--- src/rtl/sp_pkg.sv ---
package sp_pkg;
  typedef enum logic {
    TGT_CFG = 1'b0,
    TGT_PNL = 1'b1
  } tgt_e;
endpackage

--- src/rtl/sp_shift_engine.sv ---
module sp_shift_engine
  import sp_pkg::*;
#(
  parameter int FAST_DIV = 8,
  parameter int SLOW_DIV = 128,
  parameter int W        = 8
) (
  input  logic         clk_i,
  input  logic         rst_ni,
  input  logic         start_i,
  input  tgt_e         tgt_i,
  input  logic [W-1:0] tx_i,
  input  logic         sdi_i,
  output logic         sck_o,
  output logic         sdo_o,
  output logic         busy_o,
  output logic         done_o,
  output tgt_e         tgt_o,
  output logic [W-1:0] rx_o
);
  localparam int FAST_HALF = FAST_DIV / 2;
  localparam int SLOW_HALF = SLOW_DIV / 2;
  localparam int HCW       = (SLOW_HALF > 1) ? $clog2(SLOW_HALF) : 1;
  localparam int BCW       = $clog2(W);

  logic           busy_q, sck_q, done_q;
  tgt_e           tgt_q;
  logic [HCW-1:0] hcnt_q, half_lim;
  logic [BCW-1:0] bcnt_q;
  logic [W-1:0]   tx_q, rx_q;
  logic           tick;

  assign half_lim = (tgt_q == TGT_PNL) ? HCW'(SLOW_HALF - 1) : HCW'(FAST_HALF - 1);
  assign tick     = busy_q && (hcnt_q == half_lim);

  always_ff @(posedge clk_i or negedge rst_ni) begin
    if (!rst_ni) begin
      busy_q <= 1'b0;
      sck_q  <= 1'b0;
      done_q <= 1'b0;
      tgt_q  <= TGT_CFG;
      hcnt_q <= '0;
      bcnt_q <= '0;
      tx_q   <= '0;
      rx_q   <= '0;
    end else begin
      done_q <= 1'b0;
      if (!busy_q) begin
        if (start_i) begin
          busy_q <= 1'b1;
          tgt_q  <= tgt_i;
          tx_q   <= tx_i;
          hcnt_q <= '0;
          bcnt_q <= '0;
          sck_q  <= 1'b0;
        end
      end else if (tick) begin
        hcnt_q <= '0;
        if (!sck_q) begin
          sck_q <= 1'b1;
          rx_q  <= {rx_q[W-2:0], sdi_i};
        end else begin
          sck_q  <= 1'b0;
          tx_q   <= {tx_q[W-2:0], 1'b0};
          bcnt_q <= bcnt_q + 1'b1;
          if (bcnt_q == BCW'(W - 1)) begin
            busy_q <= 1'b0;
            done_q <= 1'b1;
          end
        end
      end else begin
        hcnt_q <= hcnt_q + 1'b1;
      end
    end
  end

  assign sck_o  = sck_q;
  assign sdo_o  = busy_q & tx_q[W-1];
  assign busy_o = busy_q;
  assign done_o = done_q;
  assign tgt_o  = tgt_q;
  assign rx_o   = rx_q;

  p_sck_idle_low_r1: assert property (@(posedge clk_i) disable iff (!rst_ni)
    !busy_q |-> !sck_q);
  p_sdo_hold_high_r1: assert property (@(posedge clk_i) disable iff (!rst_ni)
    sck_q |-> $stable(tx_q));
  p_done_single_r4: assert property (@(posedge clk_i) disable iff (!rst_ni)
    done_q |=> !done_q);
  p_tgt_hold_r5: assert property (@(posedge clk_i) disable iff (!rst_ni)
    (busy_q && $past(busy_q)) |-> $stable(tgt_q));
endmodule

--- src/rtl/sp_cfg_chain.sv ---
module sp_cfg_chain #(
  parameter int BYTES = 6,
  parameter int W     = 8
) (
  input  logic               clk_i,
  input  logic               rst_ni,
  input  logic               sck_i,
  input  logic               sd_i,
  input  logic               strobe_i,
  output logic               so_o,
  output logic [BYTES*W-1:0] q_o
);
  localparam int N = BYTES * W;

  logic         sck_d;
  logic [N-1:0] chain_q, q_q;
  logic         rise;

  assign rise = sck_i & ~sck_d;

  always_ff @(posedge clk_i or negedge rst_ni) begin
    if (!rst_ni) begin
      sck_d   <= 1'b0;
      chain_q <= '0;
      q_q     <= '0;
    end else begin
      sck_d <= sck_i;
      if (rise) chain_q <= {chain_q[N-2:0], sd_i};
      if (strobe_i) q_q <= chain_q;
    end
  end

  assign so_o = chain_q[N-1];
  assign q_o  = q_q;

  p_q_hold_r8: assert property (@(posedge clk_i) disable iff (!rst_ni)
    !strobe_i |=> $stable(q_q));
  p_q_load_r8: assert property (@(posedge clk_i) disable iff (!rst_ni)
    strobe_i |=> (q_q == $past(chain_q)));
endmodule

--- src/rtl/sp_rbk_check.sv ---
module sp_rbk_check #(
  parameter int BYTES = 6,
  parameter int W     = 8
) (
  input  logic         clk_i,
  input  logic         rst_ni,
  input  logic         accept_i,
  input  logic [W-1:0] tx_i,
  input  logic         done_i,
  input  logic [W-1:0] rx_i,
  input  logic         selftest_i,
  output logic         err_o
);
  localparam int CW = $clog2(BYTES + 1);

  logic [W-1:0]  hist_q [BYTES];
  logic [W-1:0]  pend_q;
  logic [CW-1:0] cnt_q;
  logic          err_q;

  always_ff @(posedge clk_i or negedge rst_ni) begin
    if (!rst_ni) begin
      for (int i = 0; i < BYTES; i++) hist_q[i] <= '0;
      pend_q <= '0;
      cnt_q  <= '0;
      err_q  <= 1'b0;
    end else begin
      if (accept_i) pend_q <= tx_i;
      if (done_i) begin
        if (selftest_i && cnt_q == CW'(BYTES) && rx_i != hist_q[BYTES-1]) err_q <= 1'b1;
        hist_q[0] <= pend_q;
        for (int i = 1; i < BYTES; i++) hist_q[i] <= hist_q[i-1];
        if (cnt_q != CW'(BYTES)) cnt_q <= cnt_q + 1'b1;
      end
    end
  end

  assign err_o = err_q;

  p_err_sticky_r9: assert property (@(posedge clk_i) disable iff (!rst_ni)
    err_q |=> err_q);
  p_err_needs_test_r9: assert property (@(posedge clk_i) disable iff (!rst_ni)
    $rose(err_q) |-> ($past(selftest_i) && $past(done_i)));
endmodule

--- src/rtl/sp_panel_sig.sv ---
module sp_panel_sig (
  input  logic clk_i,
  input  logic rst_ni,
  input  logic irq_i,
  output logic irq_o,
  input  logic pend_i,
  output logic pend_o
);
  logic s1_q, s2_q;

  always_ff @(posedge clk_i or negedge rst_ni) begin
    if (!rst_ni) begin
      s1_q <= 1'b0;
      s2_q <= 1'b0;
    end else begin
      s1_q <= irq_i;
      s2_q <= s1_q;
    end
  end

  assign irq_o  = s2_q;
  assign pend_o = pend_i;
endmodule

--- src/rtl/sp_dual_port.sv ---
module sp_dual_port
  import sp_pkg::*;
#(
  parameter int FAST_DIV  = 8,
  parameter int SLOW_DIV  = 128,
  parameter int CFG_BYTES = 6
) (
  input  logic                   clk_i,
  input  logic                   rst_ni,
  input  logic                   start_i,
  input  logic                   target_i,
  input  logic [7:0]             tx_byte_i,
  output logic                   busy_o,
  output logic                   done_o,
  output logic [7:0]             rx_byte_o,
  input  logic                   selftest_i,
  output logic                   rbk_err_o,
  input  logic                   cfg_strobe_i,
  output logic [CFG_BYTES*8-1:0] cfg_q_o,
  output logic                   cfg_sck_o,
  output logic                   cfg_sdo_o,
  input  logic                   cfg_sdi_i,
  output logic                   cfg_chain_so_o,
  output logic                   pnl_sck_o,
  output logic                   pnl_sdo_o,
  input  logic                   pnl_sdi_i,
  input  logic                   pnl_irq_i,
  output logic                   host_irq_o,
  input  logic                   host_pend_i,
  output logic                   pnl_pend_o
);
  localparam int W = 8;

  tgt_e   tgt;
  logic   eng_sck, eng_sdo, eng_sdi, busy, done;
  logic   on_cfg, cfg_accept, cfg_done;

  assign on_cfg  = (tgt == TGT_CFG);
  assign eng_sdi = on_cfg ? cfg_sdi_i : pnl_sdi_i;

  sp_shift_engine #(.FAST_DIV(FAST_DIV), .SLOW_DIV(SLOW_DIV), .W(W)) u_eng (
    .clk_i  (clk_i),
    .rst_ni (rst_ni),
    .start_i(start_i),
    .tgt_i  (tgt_e'(target_i)),
    .tx_i   (tx_byte_i),
    .sdi_i  (eng_sdi),
    .sck_o  (eng_sck),
    .sdo_o  (eng_sdo),
    .busy_o (busy),
    .done_o (done),
    .tgt_o  (tgt),
    .rx_o   (rx_byte_o)
  );

  assign cfg_sck_o = on_cfg & eng_sck;
  assign cfg_sdo_o = on_cfg & eng_sdo;
  assign pnl_sck_o = ~on_cfg & eng_sck;
  assign pnl_sdo_o = ~on_cfg & eng_sdo;
  assign busy_o    = busy;
  assign done_o    = done;

  sp_cfg_chain #(.BYTES(CFG_BYTES), .W(W)) u_chain (
    .clk_i   (clk_i),
    .rst_ni  (rst_ni),
    .sck_i   (cfg_sck_o),
    .sd_i    (cfg_sdo_o),
    .strobe_i(cfg_strobe_i),
    .so_o    (cfg_chain_so_o),
    .q_o     (cfg_q_o)
  );

  assign cfg_accept = start_i & ~busy & ~target_i;
  assign cfg_done   = done & on_cfg;

  sp_rbk_check #(.BYTES(CFG_BYTES), .W(W)) u_chk (
    .clk_i     (clk_i),
    .rst_ni    (rst_ni),
    .accept_i  (cfg_accept),
    .tx_i      (tx_byte_i),
    .done_i    (cfg_done),
    .rx_i      (rx_byte_o),
    .selftest_i(selftest_i),
    .err_o     (rbk_err_o)
  );

  sp_panel_sig u_pnl (
    .clk_i (clk_i),
    .rst_ni(rst_ni),
    .irq_i (pnl_irq_i),
    .irq_o (host_irq_o),
    .pend_i(host_pend_i),
    .pend_o(pnl_pend_o)
  );

  p_one_port_active_r6: assert property (@(posedge clk_i) disable iff (!rst_ni)
    !(cfg_sck_o && pnl_sck_o) && !(cfg_sdo_o && pnl_sdo_o));
  p_idle_ports_low_r6: assert property (@(posedge clk_i) disable iff (!rst_ni)
    !busy_o |-> !(cfg_sck_o || pnl_sck_o || cfg_sdo_o || pnl_sdo_o));
endmodule

--- config.mk ---
export PLATFORM = sky130hd
export DESIGN_NAME = sp_dual_port
export DESIGN_NICKNAME = d
export VERILOG_FILES = /design/src/rtl/sp_pkg.sv /design/src/rtl/sp_shift_engine.sv /design/src/rtl/sp_cfg_chain.sv /design/src/rtl/sp_rbk_check.sv /design/src/rtl/sp_panel_sig.sv /design/src/rtl/sp_dual_port.sv
export SDC_FILE = /design/constraint.sdc
export NUM_CORES = 1
export LEC_CHECK = 0
export BUFFER_PORTS_ARGS = -buffer_cell sky130_fd_sc_hd__buf_2
export CAP_MARGIN = 10
export CORE_UTILIZATION = 56
export DETAILED_ROUTE_END_ITERATION = 10
export MAX_ROUTING_LAYER = met4
export PLACE_DENSITY = 0.84
export SYNTH_ARGS = -nofsm -noshare
export SYNTH_HDL_FRONTEND = slang
export SYNTH_SLANG_ARGS = --single-unit
--- constraint.sdc ---
create_clock -name clk_i -period 3.05 [get_ports clk_i]
set_input_delay 0.7625 -clock clk_i [delete_from_list [all_inputs] [get_ports clk_i]]
set_output_delay 0.7625 -clock clk_i [all_outputs]
set_load 0.005 [all_outputs]
Word level (Yosys, flattened, before mapping) --
Cells that the tools add are included.
Cells by class: reductions and logical operators 10, add/sub/neg operators 3, mux-type cells 26, bitwise operators 14, equality and inequality tests 7
Operators by type and width (number):
- 8-bit two-way mux | 4
- 6-bit two-way mux | 4
- 1-bit two-way mux | 14
- 3-bit two-way mux | 4
- 1-bit bitwise AND | 9
- 8-bit inequality test | 1
- 2-bit AND reduction | 4
- 3-bit by 1-bit adder with 3-bit output, second input constant | 2
- 6-bit by 1-bit adder with 6-bit output, second input constant | 1
- 3-bit equality test, second input constant | 2
- 6-bit equality test | 1
- 3-bit AND reduction | 2
- 1-bit inverter | 5
- 2-bit inequality test, second input constant | 2
- 1-bit logical AND | 3
- 3-bit inequality test, second input constant | 1
- 2-bit nonzero test | 1
Storage, ports and cells: register bits 188, output and inout bits 66, word-level logic and storage cells 82

Logic depth before layout (Yosys ltp) --
Gate-level depths: netlist (run 1).
depth after elaboration 5, mapped depth 6, gate-level depth less buffers 6

Hierarchy --
From an unflattened synthesis (run 1), not the netlist that was laid out.
Unflattened totals: cell total of the unflattened synthesis 480, area, all modules 7598.5 µm²
Modules (own cells, without submodules):
- sp_cfg_chain | cells an instance 204, area each 3703.6 µm², instances 1, sequential area each 2427.3 µm²
- sp_rbk_check | cells an instance 146, area each 2344.7 µm², instances 1, sequential area each 1501.4 µm²
- sp_shift_engine | cells an instance 120, area each 1428.9 µm², instances 1, sequential area each 725.7 µm²
- sp_dual_port | cells an instance 7, area each 63.8 µm², instances 1, sequential area each 0.0 µm²
- sp_panel_sig | cells an instance 3, area each 57.6 µm², instances 1, sequential area each 50.0 µm²

Worst setup path before layout (run 1) --
OpenSTA, ideal clock, no wires.
path type flip-flop to output port, start point reg u_eng.busy_q, in the netlist u_eng.busy_o, end point out cfg_sdo_o, required time 2.288 ns, setup slack 1.021 ns, data arrival time 1.266 ns, buffers on the path 3, cell stages (with the launch flop) 5, cell sequence dfrtp_1 -> clkbuf_1 -> clkbuf_1 -> clkbuf_1 -> and3_1
On the way: word-level cells in the longest chain between the ends 2
Ends and longest elaborated chain:
- start, declared | RTL line sp_shift_engine.sv:26 | logic busy_q, sck_q, done_q;
- start signal, assigned | RTL line sp_shift_engine.sv:38 | busy_q <= 1'b0;
- start signal, assigned | RTL line sp_shift_engine.sv:50 | busy_q <= 1'b1;
- start signal, assigned | RTL line sp_shift_engine.sv:67 | busy_q <= 1'b0;
- 1-bit bitwise AND | RTL line sp_shift_engine.sv:78 | assign sdo_o = busy_q & tx_q[W-1];
- 1-bit bitwise AND | RTL line sp_dual_port.sv:57 | assign cfg_sdo_o = on_cfg & eng_sdo;
- end, declared | RTL line sp_dual_port.sv:21 | output logic cfg_sdo_o,
Every way passes these cells.

Worst setup path in the final report (run 1) --
Same ends and word-level chain as after synthesis.

==> qor.yml, run 1 <==
floorplanning:
  row_count: 41
  die_area_um2: 13600
  initial_core_util_pct: 58.0
  die_height_um: 117
  die_w_um: 117
  io_pins: 84
  core_um2: 12700
yosys:
  synth_ff_type: "dfrtp_1"
  synth_top_area_share_pct: 63.7
  async_reset_ff_share_pct: 100
  yosysSeqAreaShare_pct: 63.7
  syn-num-nets: 501
  synth_top_cell_by_area: "dfrtp_1"
  yosysUniqueCellTypes: 44
  synth_seq_cells: 188
  syn_inst: 478
  syn-cell-area_um2: 7380
  syn_area_per_cell_um2: 15.4
  synth_edf_count: 0
  yosys_warnings: 0
  synth_area_leaders: "dfrtp_1, mux2_2, mux2_4"
cts:
  cts_setup_buffers: 0
  htreeDepth: 4
  hold_buffers: 0
  cts_max_path_buffers: 2
  cts_tree: "yes"
  cts_resized: 0
  cts_root_buf: "clkbuf_16"
  cts.clk_slew.worst_paths_ps: 60
  cts-buffers-inserted: 17
  clk_latency_ps: 420
  clock-sinks: 188
place:
  hpwlAfterDp_um: 8460
  io_buffers: 81
  post-place-ws_ps: 960
  postPlaceCellArea_um2: 8000
  gp_congestion: 0.884
drt:
  drt_first_pass_iters: 6
  vias: 4109
  routedWlPerCell_um: 17.4
  ant_nets: 0
  drt_iter0_markers: 330
  routed_wl_um: 13000
  viasPerCell: 5.51
  drc_errors: 0
timing:
  worst_pin_slew_ps: 696
  fin_crit_ps: 2360
  worst_slack_ps: 694
  slew_violations: 0
  finalSetupViolCount: 0
  finalSetupTns_ps: 0
  max_freq_ghz: 0.424
  hold_viol_final: 0
  fin_worst_hold_slack_ps: 287
  grt_setup_unrepaired: "false"
  clock_skew_ps: 5.41
  timing.final.crit_share_pct: 77.2
  timing.slew.headroom_pct: 53.4
power:
  p_seq_share_pct: 49.4
  p_sw_mw: 1.58
  p_per_area_nw_per_um2: 732
  p_int_mw: 4.72
  p_clk_share_pct: 36.1
  switching_share_pct: 25.1
  comb_power_share_pct: 14.4
  p_leak_nw: 4.54
  ir_worst_vdd_v: 0.000398
critical_path:
  crit_fanout: 26
  end_kind: "output pin"
  path_class: "reg2out"
  start_kind: "register"
  slowest_delay_ps: 780
  critPathArrivalTime_ps: 1590
  crit_chain: "and3_1 -> buf_2"
  cp.required_ps: 2290
  crit_slowest_cell: "dfrtp_1"
layout:
  utilization_pct: 67.7
  final_common_cell: "dfrtp_1"
  area_delta_synth_final_pct: 16.6
  fin_area_um2: 8610
  final_cell_mix: "dfrtp_1, mux2_2, buf_2"
  antenna_cells: 0
  drive_gt1_share_pct: 49.7
  nNetsFinal: 586
run_status:
  outcome: "completed"
grt:
  antenna_found_initial: 0
  grt_usage_pct: 21.8
  grt-ovfl-total: 0
  grt_pass1_wl_um: 21500
  grt_pass1_vias: 4322
  grt_max_degree: 71
min_path:
  hp-class: "in2async"
job:
  drv_cap: 0
==> worst max-delay path, delay by kind of cell, from the launching register on <==
family	cells	cell delay, ps
and+or+nand+nor	1	270
DFF	1	780
buffers and inverters	1	110
==> per-stage QoR <==
step	power [mW]	instances
after global routing	6.58	746
after floorplan	3.66	478
after CTS	6.34	746
after detailed placement	4.05	716
final	6.30	746
after global placement	3.98	716
==> flip-flops by register name, summed over array words and instances, names as in the netlist, 6 cells and up <==
signal / count
u_chain.chain_q: 48
u_chain.q_o: 48
u_chk.hist_q: 48
u_chk.pend_q: 8
u_eng.rx_o: 8
u_eng.tx_q: 8
u_eng.hcnt_q: 6
==> final timing paths <==
check,start,cells past startpoint,to,slack [ps]
worst max-delay path,u_eng.busy_o,2,cfg_sdo_o,690
worst min-delay path,rst_ni,1,u_chain.chain_q[34],290
worst max register to register,u_eng.hcnt_q[0],5,u_eng.tx_q[6],920
worst min register to register,u_pnl.s1_q,0,u_pnl.irq_o,350
max in group asynchronous,rst_ni,2,u_chk.hist_q[12],2030
min in group clk_i,u_pnl.s1_q,0,u_pnl.irq_o,350
==> layout make-up <==
| cell class | instances | area, um2 |
|---|---|---|
| clock inverters | 7 | 139 |
| fillers | 883 | 4110 |
| clock buffers | 23 | 468 |
| multi-input cells | 262 | 2560 |
| repair buffers | 87 | 494 |
| flip-flops and latches | 188 | 4700 |
| inverters | 7 | 26.3 |
| well taps | 172 | 215 |
==> synthesized netlist by cell type, types with 2 or more instances <==
master / n
dfrtp_1: 188
mux2_2: 151
nand2_1: 15
xor2_1: 10
clkbuf_1: 9
o21ai_0: 9
buf_2: 8
mux2_4: 8
or3_1: 7
inv_1: 6
nand3_1: 6
ha_1: 5
o221a_2: 4
a21oi_1: 3
and3_1: 3
mux2i_1: 3
nor2_1: 3
nor2b_1: 3
o221a_1: 3
o22ai_1: 3
a31oi_1: 2
buf_1: 2
nand4_1: 2
nand4_2: 2
nor3_2: 2
nor4_1: 2
xnor2_1: 2
==> per-layer routing <==
layer  vias up  wire (um)  global-route usage (%)
li1       1871          -                       -
met1      2128       5490                    25.5
met2        90       6790                    36.6
met3        20        475                    4.79
met4         0        227                    8.78
met5         -          0                       -
==> power by group through the flow <==
stage	Combinational (mW)	Sequential, mW	Clock (mW)
final	0.909	3.11	2.28
after global routing	0.999	3.15	2.43
after CTS	0.924	3.11	2.31
after detailed placement	0.908	3.15	0
after global placement	0.865	3.12	0
after floorplan	0.613	3.05	0
==> cell families after synthesis <==
kind of cell | share of synthesized area, %
buffers and inverters | 1.71
multiplexers | 25.2
adder cells (fa/ha/maj) | 0.847
flip-flops | 63.7
AND/OR/NAND/NOR | 4.22
AO/OA/AOI/OAI | 2.86
XOR/XNOR | 1.42
No activity file was read; power rests on OpenSTA's default activity.
==> run 2, diff against run 1 <==
==> constraint.sdc (replaced) <==
create_clock -name clk_i -period 2.3 [get_ports clk_i]
set_input_delay 0.575 -clock clk_i [delete_from_list [all_inputs] [get_ports clk_i]]
set_output_delay 0.575 -clock clk_i [all_outputs]
set_load 0.005 [all_outputs]
==> run 2 against run 1 <==
Clock power grew 35%. Critical path depth rose by 3. Worst setup slack worse by 530 ps. Sequential share of layout area shrank 0.52 points. Clock skew is 1.3 ps higher. Cell count is 0.67% higher. Largest cell class unchanged. Largest power group unchanged.
==> qor.yml, run 2 (synthesized netlist as in run 1, its figures left out) <==
floorplanning:
  row_count: 41  # unchanged
  die_area_um2: 13600  # unchanged
  io_pins: 84  # unchanged
  die_w_um: 117  # unchanged
  initial_core_util_pct: 58.0  # unchanged
  core_um2: 12700  # unchanged
  die_height_um: 117  # unchanged
critical_path:
  reg2reg_to: "u_eng.tx_q[6]"
  critPathArrivalTime_ps: 2450  # +860 ps
  path_class: "reg2reg"
  crit_fanout: 7  # -73%
  end_kind: "register"
  cp.required_ps: 2610  # +320 ps
  crit_end: "u_eng.tx_q[6]"
  critPathLaunch: "u_eng.hcnt_q[0]"
  crit-reg2reg-launch: "u_eng.hcnt_q[0]"
  r2r_slack_ps: 170  # -750 ps
  start_kind: "register"
  ff2ff_path_depth: 5  # unchanged
timing:
  timing.slew.headroom_pct: 56.8  # +3.5 points
  slew_violations: 0  # unchanged
  grt_setup_unrepaired: "false"
  worst_pin_slew_ps: 647  # -48.4 ps
  fin_crit_ps: 2130
  hold_viol_final: 0  # unchanged
  max_freq_ghz: 0.468
  clock_skew_ps: 6.67  # +1.26 ps
  finalSetupViolCount: 0  # unchanged
  timing.final.crit_share_pct: 92.8
  finalSetupTns_ps: 0  # unchanged
layout:
  area_delta_synth_final_pct: 17.7
  final_cell_mix: "dfrtp_1, mux2_2, buf_2"
  fin_area_um2: 8690  # +0.96%
  fill_cells: 866  # -1.9%
  layout.cells.non_filler: 751  # +0.67%
  antenna_cells: 0  # unchanged
  drive_gt1_share_pct: 50.8  # +1.1 points
  final_common_cell: "dfrtp_1"
  nNetsFinal: 589  # +0.51%
min_path:
  hp-class: "in2async"
job:
  drv_cap: 0  # unchanged
cts:
  clock-sinks: 188  # unchanged
  clk_latency_ps: 430  # about the same
  cts-buffers-inserted: 17  # unchanged
  cts_root_buf: "clkbuf_16"
  cts.clk_slew.worst_paths_ps: 70  # about the same
  htreeDepth: 4  # unchanged
  cts_max_path_buffers: 2  # unchanged
  cts_tree: "yes"
place:
  io_buffers: 81  # unchanged
  place_inst: 719  # +0.42%
  gp_congestion: 0.885  # about the same
  postPlaceCellArea_um2: 8060  # +0.75%
  hpwlAfterDp_um: 8360  # -1.2%
grt:
  grt_pass1_vias: 4312  # -0.23%
  grt_max_degree: 66  # -7.0%
  antenna_found_initial: 0  # unchanged
  grt_pass1_wl_um: 21800  # +1.3%
  grt_usage_pct: 21.9  # +0.16 points
  grt-ovfl-total: 0  # unchanged
drt:
  drt_first_pass_iters: 4  # -2
  vias: 4164  # +1.3%
  routed_wl_um: 13200  # +1.7%
  drc_errors: 0  # unchanged
  routedWlPerCell_um: 17.6  # +1.0%
  ant_nets: 0  # unchanged
  drt_iter0_markers: 294  # -11%
  viasPerCell: 5.54  # +0.66%
power:
  p_leak_nw: 4.57  # +0.65%
  power.total_mw: 8.44  # +34%
  p_per_area_nw_per_um2: 971  # +33%
  ir_worst_vdd_v: 0.000568  # +43%
run_status:
  outcome: "completed"
[run 2: worst min-delay path by stage]
stage | slack (ps) | from | cells after the start | to
global placement | 340 | u_pnl.s1_q | 0 | u_pnl.irq_o
detailed placement | 340 | u_pnl.s1_q | 0 | u_pnl.irq_o
floorplan | 280 | rst_ni | 0 | u_chain.chain_q[0]
CTS | 160 | rst_ni | 1 | u_chain.q_o[37]
global route | 180 | rst_ni | 1 | u_chain.q_o[36]
finish | 130 | rst_ni | 1 | u_chain.q_o[37]
[run 2: cell type report]
cell class	count	area (um2)	area share, %
Inverter	7	26.3	0.302
Timing Repair Buffer	90	554	6.38
Tap cell	172	215	2.48
Sequential cell	188	4700	54.1
Clock inverter	14	194	2.23
Clock buffer	18	429	4.94
Multi-Input combinational cell	262	2570	29.5
[run 2: layer usage]
layer | wire length [um] | GRT usage (%)
met5 | 0 | -
met4 | 230 | 8.86
met3 | 471 | 4.79
met2 | 6910 | 36.2
met1 | 5590 | 26.3
[run 2: through the flow]
step | hold slack (ps) | setup slack (ps) | utilization (%)
detailed placement | 336 | 255 | 63.4
floorplan | 279 | 459 | -
global route | 185 | 55.0 | 68.3
CTS | 156 | 138 | 68.3
finish | 128 | 165 | 68.3
global placement | 337 | 420 | 63.4
[run 2: timing repair]
action                     CTS  global route
setup endpoints to repair    0             2
resized for setup            0             1
hold buffers                 0             0
setup buffers                0             0
[run 2: worst max-delay path, cell delays in order (launching register included)]
cell	delay, ps
dfrtp_1	430
ha_1	370
nor4bb_2	370
a22o_1	320
nand2_1	200
o221a_2	330
[run 2: power breakdown]
group	switching, mW	internal [mW]
logic	0.563	0.671
clock network	1.25	1.82
registers	0.394	3.73
total	2.21	6.23
